===== src/rtl/rtc_core_pkg.sv =====
package rtc_core_pkg;
    localparam int DATA_W     = 32;
    localparam int NUM_ALARMS = 2;
    localparam int NUM_REGS   = 8;
    localparam int IRQ_CFG_W  = 3;

    // word indices (byte offset / 4)
    localparam int IDX_STATUS = 0;
    localparam int IDX_CFG1   = 1;
    localparam int IDX_TIME   = 3;
    localparam int IDX_ALM1   = 4;
    localparam int IDX_CORR   = 6;
    localparam int IDX_TEST   = 7;

    localparam logic [15:0] CORR_NOMINAL = 16'h2000;

    typedef struct packed {
        logic [15:0] corr;
        logic [7:0]  test;
    } misc_regs_t;
endpackage


===== src/rtl/rtc_time_counter.sv =====
module rtc_time_counter #(
    parameter int W = 32
) (
    input  logic         clk,
    input  logic         rst_n,
    input  logic         tick_i,
    input  logic         load_i,
    input  logic [W-1:0] load_val_i,
    output logic [W-1:0] time_o,
    output logic [W-1:0] next_time_o,
    output logic         step_o
);
    typedef struct packed {
        logic [W-1:0] secs;
    } cnt_t;

    cnt_t         st_d, st_q;
    logic [W-1:0] incr;

    always_comb begin
        st_d = st_q;
        incr = st_q.secs + W'(1);
        if (load_i) begin
            st_d.secs = load_val_i;
        end else if (tick_i) begin
            st_d.secs = incr;
        end
    end

    always_ff @(posedge clk) begin
        if (!rst_n) st_q <= '0;
        else        st_q <= st_d;
    end

    assign time_o      = st_q.secs;
    assign next_time_o = incr;
    assign step_o      = tick_i & ~load_i;
endmodule


===== src/rtl/rtc_alarm_slot.sv =====
module rtc_alarm_slot #(
    parameter int W     = 32,
    parameter int CFG_W = 3
) (
    input  logic             clk,
    input  logic             rst_n,
    input  logic             cmp_wr_i,
    input  logic             cfg_wr_i,
    input  logic [W-1:0]     wdata_i,
    input  logic             flag_clr_i,
    input  logic             step_i,
    input  logic [W-1:0]     next_time_i,
    output logic [W-1:0]     cmp_o,
    output logic [CFG_W-1:0] cfg_o,
    output logic             flag_o,
    output logic             irq_o
);
    typedef struct packed {
        logic [W-1:0]     cmp;
        logic [CFG_W-1:0] cfg;
        logic             flag;
    } slot_t;

    slot_t st_d, st_q;
    logic  hit;

    always_comb begin
        st_d = st_q;
        hit  = step_i && (next_time_i == st_q.cmp);
        if (cmp_wr_i) st_d.cmp = wdata_i;
        if (cfg_wr_i) st_d.cfg = wdata_i[CFG_W-1:0];
        if (flag_clr_i) st_d.flag = 1'b0;
        if (hit)        st_d.flag = 1'b1;   // a new match outranks a clear
    end

    always_ff @(posedge clk) begin
        if (!rst_n) st_q <= '0;
        else        st_q <= st_d;
    end

    assign cmp_o  = st_q.cmp;
    assign cfg_o  = st_q.cfg;
    assign flag_o = st_q.flag;
    assign irq_o  = st_q.flag & st_q.cfg[0];
endmodule


===== src/rtl/rtc_read_mux.sv =====
module rtc_read_mux
    import rtc_core_pkg::*;
#(
    parameter int IDX_W = 4
) (
    input  logic                    valid_i,
    input  logic [IDX_W-1:0]        idx_i,
    input  logic [NUM_ALARMS-1:0]   flags_i,
    input  logic [IRQ_CFG_W-1:0]    cfg1_i,
    input  logic [IRQ_CFG_W-1:0]    cfg2_i,
    input  logic [DATA_W-1:0]       time_i,
    input  logic [DATA_W-1:0]       cmp1_i,
    input  logic [DATA_W-1:0]       cmp2_i,
    input  misc_regs_t              misc_i,
    output logic [DATA_W-1:0]       rdata_o
);
    always_comb begin
        rdata_o = '0;
        if (valid_i) begin
            case (idx_i)
                IDX_W'(0): rdata_o = DATA_W'(flags_i);
                IDX_W'(1): rdata_o = DATA_W'(cfg1_i);
                IDX_W'(2): rdata_o = DATA_W'(cfg2_i);
                IDX_W'(3): rdata_o = time_i;
                IDX_W'(4): rdata_o = cmp1_i;
                IDX_W'(5): rdata_o = cmp2_i;
                IDX_W'(6): rdata_o = DATA_W'(misc_i.corr);
                IDX_W'(7): rdata_o = DATA_W'(misc_i.test);
                default:   rdata_o = '0;
            endcase
        end
    end
endmodule


===== src/rtl/rtc_core.sv =====
module rtc_core
    import rtc_core_pkg::*;
#(
    parameter int          ADDR_W    = 6,
    parameter logic [7:0]  TEST_INIT = 8'h01
) (
    input  logic              clk,
    input  logic              rst_n,
    input  logic              tick_i,
    input  logic              wr_en_i,
    input  logic [ADDR_W-1:0] addr_i,
    input  logic [31:0]       wdata_i,
    output logic [31:0]       rdata_o,
    output logic              alarm1_irq_o,
    output logic              alarm2_irq_o,
    output logic              irq_o
);
    localparam int IDX_W = ADDR_W - 2;

    logic [IDX_W-1:0]     word_idx;
    logic                 aligned;
    logic [NUM_REGS-1:0]  wr_sel;

    assign word_idx = addr_i[ADDR_W-1:2];
    assign aligned  = (addr_i[1:0] == 2'b00);

    for (genvar i = 0; i < NUM_REGS; i++) begin : g_dec
        assign wr_sel[i] = wr_en_i && aligned && (word_idx == IDX_W'(i));
    end

    // seconds counter
    logic [DATA_W-1:0] time_now, time_next;
    logic              step;

    rtc_time_counter #(.W(DATA_W)) u_cnt (
        .clk        (clk),
        .rst_n      (rst_n),
        .tick_i     (tick_i),
        .load_i     (wr_sel[IDX_TIME]),
        .load_val_i (wdata_i),
        .time_o     (time_now),
        .next_time_o(time_next),
        .step_o     (step)
    );

    // alarm slots
    logic [DATA_W-1:0]    cmp_val   [NUM_ALARMS];
    logic [IRQ_CFG_W-1:0] cfg_val   [NUM_ALARMS];
    logic [NUM_ALARMS-1:0] alarm_flag;
    logic [NUM_ALARMS-1:0] alarm_irq;

    for (genvar k = 0; k < NUM_ALARMS; k++) begin : g_alarm
        rtc_alarm_slot #(.W(DATA_W), .CFG_W(IRQ_CFG_W)) u_slot (
            .clk        (clk),
            .rst_n      (rst_n),
            .cmp_wr_i   (wr_sel[IDX_ALM1 + k]),
            .cfg_wr_i   (wr_sel[IDX_CFG1 + k]),
            .wdata_i    (wdata_i),
            .flag_clr_i (wr_sel[IDX_STATUS] & wdata_i[k]),
            .step_i     (step),
            .next_time_i(time_next),
            .cmp_o      (cmp_val[k]),
            .cfg_o      (cfg_val[k]),
            .flag_o     (alarm_flag[k]),
            .irq_o      (alarm_irq[k])
        );
    end

    // stored-only registers
    misc_regs_t misc_d, misc_q;

    always_comb begin
        misc_d = misc_q;
        if (wr_sel[IDX_CORR]) misc_d.corr = {wdata_i[15], 1'b0, wdata_i[13:0]};
        if (wr_sel[IDX_TEST]) misc_d.test = wdata_i[7:0];
    end

    always_ff @(posedge clk) begin
        if (!rst_n) begin
            misc_q.corr <= CORR_NOMINAL;
            misc_q.test <= TEST_INIT;
        end else begin
            misc_q <= misc_d;
        end
    end

    rtc_read_mux #(.IDX_W(IDX_W)) u_rd (
        .valid_i(aligned),
        .idx_i  (word_idx),
        .flags_i(alarm_flag),
        .cfg1_i (cfg_val[0]),
        .cfg2_i (cfg_val[1]),
        .time_i (time_now),
        .cmp1_i (cmp_val[0]),
        .cmp2_i (cmp_val[1]),
        .misc_i (misc_q),
        .rdata_o(rdata_o)
    );

    assign alarm1_irq_o = alarm_irq[0];
    assign alarm2_irq_o = alarm_irq[1];
    assign irq_o        = |alarm_irq;
endmodule


===== config.mk =====
export PLATFORM = sky130hd
export DESIGN_NAME = rtc_core
export DESIGN_NICKNAME = d
export VERILOG_FILES = /design/src/rtl/rtc_core_pkg.sv /design/src/rtl/rtc_time_counter.sv /design/src/rtl/rtc_alarm_slot.sv /design/src/rtl/rtc_read_mux.sv /design/src/rtl/rtc_core.sv
export SDC_FILE = /design/constraint.sdc
export NUM_CORES = 1
export LEC_CHECK = 0
export BUFFER_PORTS_ARGS = -buffer_cell sky130_fd_sc_hd__clkbuf_2
export CAP_MARGIN = 20
export CORE_MARGIN = 2
export CORE_UTILIZATION = 50
export CTS_CLUSTER_DIAMETER = 120
export DETAILED_ROUTE_END_ITERATION = 6
export PLACE_DENSITY = 0.75
export RECOVER_POWER = 100
export SYNTH_ARGS = -nofsm -noshare
export SYNTH_HDL_FRONTEND = slang
export SYNTH_HIERARCHICAL = 1
export SYNTH_SLANG_ARGS = --single-unit

===== constraint.sdc =====
create_clock -name clk -period 3.3 [get_ports clk]
set_clock_uncertainty 0.2 [all_clocks]
set_input_delay 0.66 -clock clk [delete_from_list [all_inputs] [get_ports clk]]
set_output_delay 0.66 -clock clk [all_outputs]
set_load 0.005 [all_outputs]

---- Word-level counts from Yosys, hierarchy flattened ----
Index checks and enable logic that the tools add are counted.
word-level totals
  register bits after elaboration ......... 127
  output and inout port bits .............. 35
  input port bits ......................... 42
  word-level logic and storage cells ...... 50
cells by class
  reductions and logical operators ........ 17
  bitwise logic cells ..................... 6
  muxes and demuxes ....................... 8
  equal/unequal tests ..................... 9
  add/sub/neg operators ................... 1
operator list
  kind                                            number
  case mux 32 bit (8 select lines)                1
  2-to-1 mux 32 bit                               3
  == test 32 bit                                  2
  adder 32 x 1 -> 32 bit (second input constant)  1
  == test 4 x 3 -> 1 bit (second input constant)  4
  logical AND 1 bit                               11
  == test 4 x 2 -> 1 bit (second input constant)  2
  nonzero test 2 bit                              3
  AND 1 bit                                       5
  == test 4 x 1 -> 1 bit (second input constant)  1
  zero test 4 bit                                 1
  2-to-1 mux 1 bit                                4
  zero test 2 bit                                 1
  OR reduction 2 bit                              1
  NOT 1 bit                                       1

---- Logic depth before layout (Yosys ltp) ----
  depth after elaboration ................. 7
  depth in mapped cells ................... 11
  depth with buffers taken out ............ 10

---- Modules after synthesis ----
Netlist, hierarchy kept.
by module, submodules not included
  module            times used  area an instance (um^2)  seq. area each (um^2)  cells each
  rtc_alarm_slot    2           1691.6                   720.7                  160
  rtc_time_counter  1           2428.6                   640.6                  326
  rtc_read_mux      1           1178.6                   0.0                    167
  rtc_core          1           1034.7                   460.4                  111

---- Worst setup path before layout ----
Ideal clock, no wire load.
  path kind ............................... register to register
  start ................................... register u_cnt.st_q (netlist bit u_cnt/time_o[0])
  end ..................................... register g_alarm[0].u_slot.st_q (netlist bit g_alarm[0].u_slot/flag_o)
  cell stages (with the launch flop) ...... 11
  path slack .............................. 0.159 ns
  data required time ...................... 3.031 ns
  period minus slack after synthesis ...... 3.141 ns
  setup time .............................. 0.069 ns
  arrival time ............................ 2.872 ns
  buffers on the path ..................... 0
  cell sequence ........................... dfxtp_1 -> ha_1 -> nand3_1 -> nor4_2 -> nand4_1 -> xnor2_1 -> xor2_1 -> nor4_1 -> nand4_1 -> or4_1 -> o21ai_1
on the way
  longest elaborated chain between the ends .. 4
  elaborated cells between the ends (all ways) .. 5
  those cells by class .................... add/sub: 1; eq/ne: 1; mux: 1; reduce/logical: 2
RTL lines
  what                                                           RTL line                RTL
  from (decl)                                                    rtc_time_counter.sv:17  cnt_t st_d, st_q;
  from (signal assigned)                                         rtc_time_counter.sv:32  else st_q <= st_d;
  adder 32 x 1 -> 32 bit *                                       rtc_time_counter.sv:22  incr = st_q.secs + W'(1);
  net time_next[22]                                              rtc_core.sv:32          logic [DATA_W-1:0] time_now, time_next;
  == test 32 bit *                                               rtc_alarm_slot.sv:29    hit = step_i && (next_time_i == st_q.cmp);
  logical AND 1 bit *                                            rtc_alarm_slot.sv:29
  2-to-1 mux 1 bit / nonzero test 2 bit (equally long branches)  -
  to (signal assigned)                                           rtc_alarm_slot.sv:38    else st_q <= st_d;
  to (decl)                                                      rtc_alarm_slot.sv:24    slot_t st_d, st_q;
Mark *: on every way through the listed nets, which the timed path passes. The rest lies on a longest branch.
A chain may end at the register's enable or synchronous reset.

---- Final worst setup path ----
  start ................................... input addr_i[2]
  end ..................................... output rdata_o[16]
on the way
  longest elaborated chain between the ends .. 3
  elaborated cells between the ends (all ways) .. 10
  those cells by class .................... eq/ne: 7; mux: 2; reduce/logical: 1
RTL lines
  what                                            RTL line            RTL
  from (decl)                                     rtc_core.sv:11      input logic [ADDR_W-1:0] addr_i,
  == test 4 x 3 -> 1 bit (tied with other cells)  rtc_read_mux.sv:20  case (idx_i)
  case mux 32 bit (8 select lines) *              rtc_read_mux.sv:20
  2-to-1 mux 32 bit *                             rtc_read_mux.sv:19  if (valid_i) begin
  to (decl)                                       rtc_core.sv:13      output logic [31:0] rdata_o,
Every way passes the cells marked *; elsewhere a longest branch is shown, timed or not.

==> results.cfg <==
[status]
status = finished, final reports clean

[synthesis]
synth-edff-count = 0
synth-seq-cells = 127
synth_mux_area_frac = 0.152
yosys.area_share.simple = 0.245
yosysSeqAreaShare = 0.317
yosys.area.top_type = dfxtp_1
synth_xor_area_frac = 0.116
synth_top_family_by_area = simple AND/OR/NAND/NOR gates
ys_types = 70
async_flop_share = 0
yosysTopAreaCellShare = 0.317
synth_compound_area_frac = 0.121
syn_area_per_cell_um2 = 8.69
ys.flop_type = dfxtp_1
synthesis.nets = 967
synth_warnings = 6
syn_inst = 924
synthAdderAreaFrac = 0.00156
ys_top_cells_by_area = dfxtp_1, mux2i_1, xnor2_1
netlist_area_mm2 = 0.00803

[die]
rows = 46
die_y_um = 131
ios = 77
dieArea_mm2 = 0.0171
initial_utilization = 0.509
core_region_area_mm2 = 0.0158
die_w_um = 131

[timing]
fin_crit_ps = 3250
slew_headroom = 0.186
hold_viol = 0
postLayoutSetupSlackWorst_ps = 52.6
setup_viol = 0
finalCritPeriodShare = 0.984
fmax_ghz = 0.308
worst_pin_slew_ps = 1220
drv_slew = 0

[setup_path]
cpMostUsedCell = clkbuf_2
reg2reg_depth = 11
r2r-end = g_alarm[1].u_slot/flag_o$_SDFFE_PN0P_
regToRegSetupSlack_ps = 140
worstPathArrival_ps = 2390
critPathMaxStageDelay_ps = 400
path_cells = clkbuf_1 -> buf_4 -> clkbuf_2 -> mux2_2 -> a22oi_1 -> nor2_1 -> clkbuf_2
worstPathRequired_ps = 2440
path_max_fanout = 10
setup.worst_path.class = primary input to output pin
critical-path-slowest-cell = clkbuf_1
end_kind = output pin
startpoint_type = primary input
rr_startpoint = u_cnt/time_o[4]$_SDFFE_PN0P_

[flow_run]
maxCapViolations = 0

[cts]
clock_latency_ps = 430
clockRootBuffer = clkbuf_16
clk_pin_slew_ps = 60
cts_sinks = 127
cts_tree = built
numCtsBuffers = 17
cts.path.max_buffers = 2
cts_hold_buf = 0
cts-htree-levels = 4

[detailed_routing]
drcViolationCount = 0
avgViaCountPerCell = 6.03
wirelength_mm = 25.2
wire_per_inst_um = 20.1
via_count = 7565
ant_nets = 0
drt_pre_antenna_iters = 5
drt-initial-drc-count = 867

[finish]
final_layout_size_suffix_gt1_frac = 0.199
finalCoreUtilization = 0.602
area_growth_pct = 18.3
antennaDiodeCount = 0
layout.nets = 1068

[global_route]
grt_pass1_wl_mm = 39.1
grt_usage = 0.298
overflow = 0
antenna_found_initial = 0
grt_pass1_vias = 7031
grt_max_degree = 67

[place]
dp_slack_ps = 75.3
port_buffers = 76
place_congestion = 1.02
hpwlAfterDp_mm = 18.0

[power_and_ir_drop]
power_density_mw_per_mm2 = 402
p_leak_nw = 3.52
ir_worst_vdd_uv = 354

[min_path]
whs_path_depth = 2
min_path_type = register to register
holdPathEnd = misc_q[19]$_SDFFE_PN0P_
hp-start = misc_q[19]$_SDFFE_PN0P_
-- synthesized netlist by cell type (4+ instances only) --
cell,number
o21ai_0,27
nand2b_1,6
or4_1,8
xor2_1,51
mux2_2,15
nand4_1,23
inv_1,5
clkbuf_1,32
a22oi_1,23
a222oi_1,5
or3_1,10
a21oi_1,18
xnor2_1,55
buf_6,5
and3_1,11
nand2_1,75
a22o_1,17
buf_4,5
o22a_1,9
mux2i_1,105
nor2_1,54
and2_1,5
a31oi_1,9
buf_2,23
nor2b_1,73
nor4_1,19
nor3_1,13
o21ai_1,4
dfxtp_1,127
nand3_1,29
-- worst max-delay path by stage --
stage          cells past startpoint                           from                                     to
2_1_floorplan                     10   u_cnt/time_o[0]$_SDFFE_PN0P_  g_alarm[0].u_slot/flag_o$_SDFFE_PN0P_
3_3_place_gp                       9   u_cnt/time_o[1]$_SDFFE_PN0P_  g_alarm[0].u_slot/flag_o$_SDFFE_PN0P_
3_5_place_dp                      11   u_cnt/time_o[0]$_SDFFE_PN0P_  g_alarm[1].u_slot/flag_o$_SDFFE_PN0P_
4_1_cts                           11   u_cnt/time_o[0]$_SDFFE_PN0P_  g_alarm[1].u_slot/flag_o$_SDFFE_PN0P_
5_1_grt                            9  u_cnt/time_o[22]$_SDFFE_PN0P_  g_alarm[0].u_slot/flag_o$_SDFFE_PN0P_
6_report                           7                      addr_i[2]                            rdata_o[16]
-- logic make-up after synthesis --
logic type               after synthesis
AO/OA/AOI/OAI                        137
other                                  1
adder cells (fa/ha/maj)                1
XOR/XNOR                             106
multiplexers                         120
flip-flops                           127
buffers and inverters                 76
AND/OR/NAND/NOR                      356
-- per-layer routing --
layer  up-vias  share of wire  global-route usage
li1       3519              -                   -
met1      3622           0.44               0.407
met2       365           0.46               0.473
met3        59          0.077              0.0578
met4         0          0.028               0.100
met5         -              0                   0
-- flip-flops by register name, indices dropped and copies added (netlist names) --
| signal | count |
|---|---|
| g_alarm.u_slot/cmp_o | 64 |
| u_cnt/time_o | 32 |
| misc_q | 23 |
| g_alarm.u_slot/cfg_o | 6 |
| g_alarm.u_slot/flag_o | 2 |
-- power breakdown --
| group | switching (mW) | internal, mW |
|---|---|---|
| combinational | 0.184 | 0.109 |
| sequential | 0.0145 | 1.55 |
| clock | 0.766 | 1.20 |
| total | 0.964 | 2.85 |
-- metrics by stage --
step / hold WS (ps) / cell area [um2] / cells / setup TNS, ps / power (mW)
6_report: 256 / 9490 / 1254 / 0 / 3.82
3_3_place_gp: 243 / 8920 / 1222 / 0 / 1.88
4_1_cts: 260 / 9540 / 1254 / 0 / 3.84
2_1_floorplan: 231 / 8030 / 924 / 0 / 1.76
5_1_grt: 274 / 9490 / 1254 / -9.75 / 3.93
3_5_place_dp: 247 / 8920 / 1222 / 0 / 1.88
-- placed cells by master, fill, tap and decap left out, drive strengths merged, types with 4 or more instances in the layout --
cell type / instances
xnor2: 55
and3: 11
nand2: 75
o21ai: 31
nand2b: 6
nor4: 21
or3: 10
clkinv: 4
nand4: 24
or2: 4
mux2: 15
nor3: 15
nor2: 56
clkbuf: 103
inv: 13
o22a: 9
a21oi: 18
and2: 5
a31oi: 9
nor4b: 4
nand3: 29
or4: 8
nor2b: 74
a22o: 17
dfxtp: 127
buf: 65
mux2i: 105
xor2: 51
a222oi: 5
a22oi: 23
-- cell type report --
cell class                      instances  area, um2
Inverter                                7       26.3
Tap cell                              216        270
Sequential cell                       127       2550
Timing Repair Buffer                  151        893
Multi-Input combinational cell        721       5150
Clock inverter                         15        181
Clock buffer                           17        425
Fill cell                            1423       6280
-- critical path: cells and delay by family --
family / cells / cell delay [ps]
compound gates: 1 / 180
buf+inv: 4 / 1060
mux: 1 / 380
simple gates: 1 / 100
-- what timing repair did --
item / in CTS / in global routing
resized for setup: 2 / 13
setup endpoints to repair: 1 / 2
hold endpoints to repair: 0 / 0
pin swaps: 0 / 3
buffers inserted: 0 / 0
(Power assumes the default switching activity.)
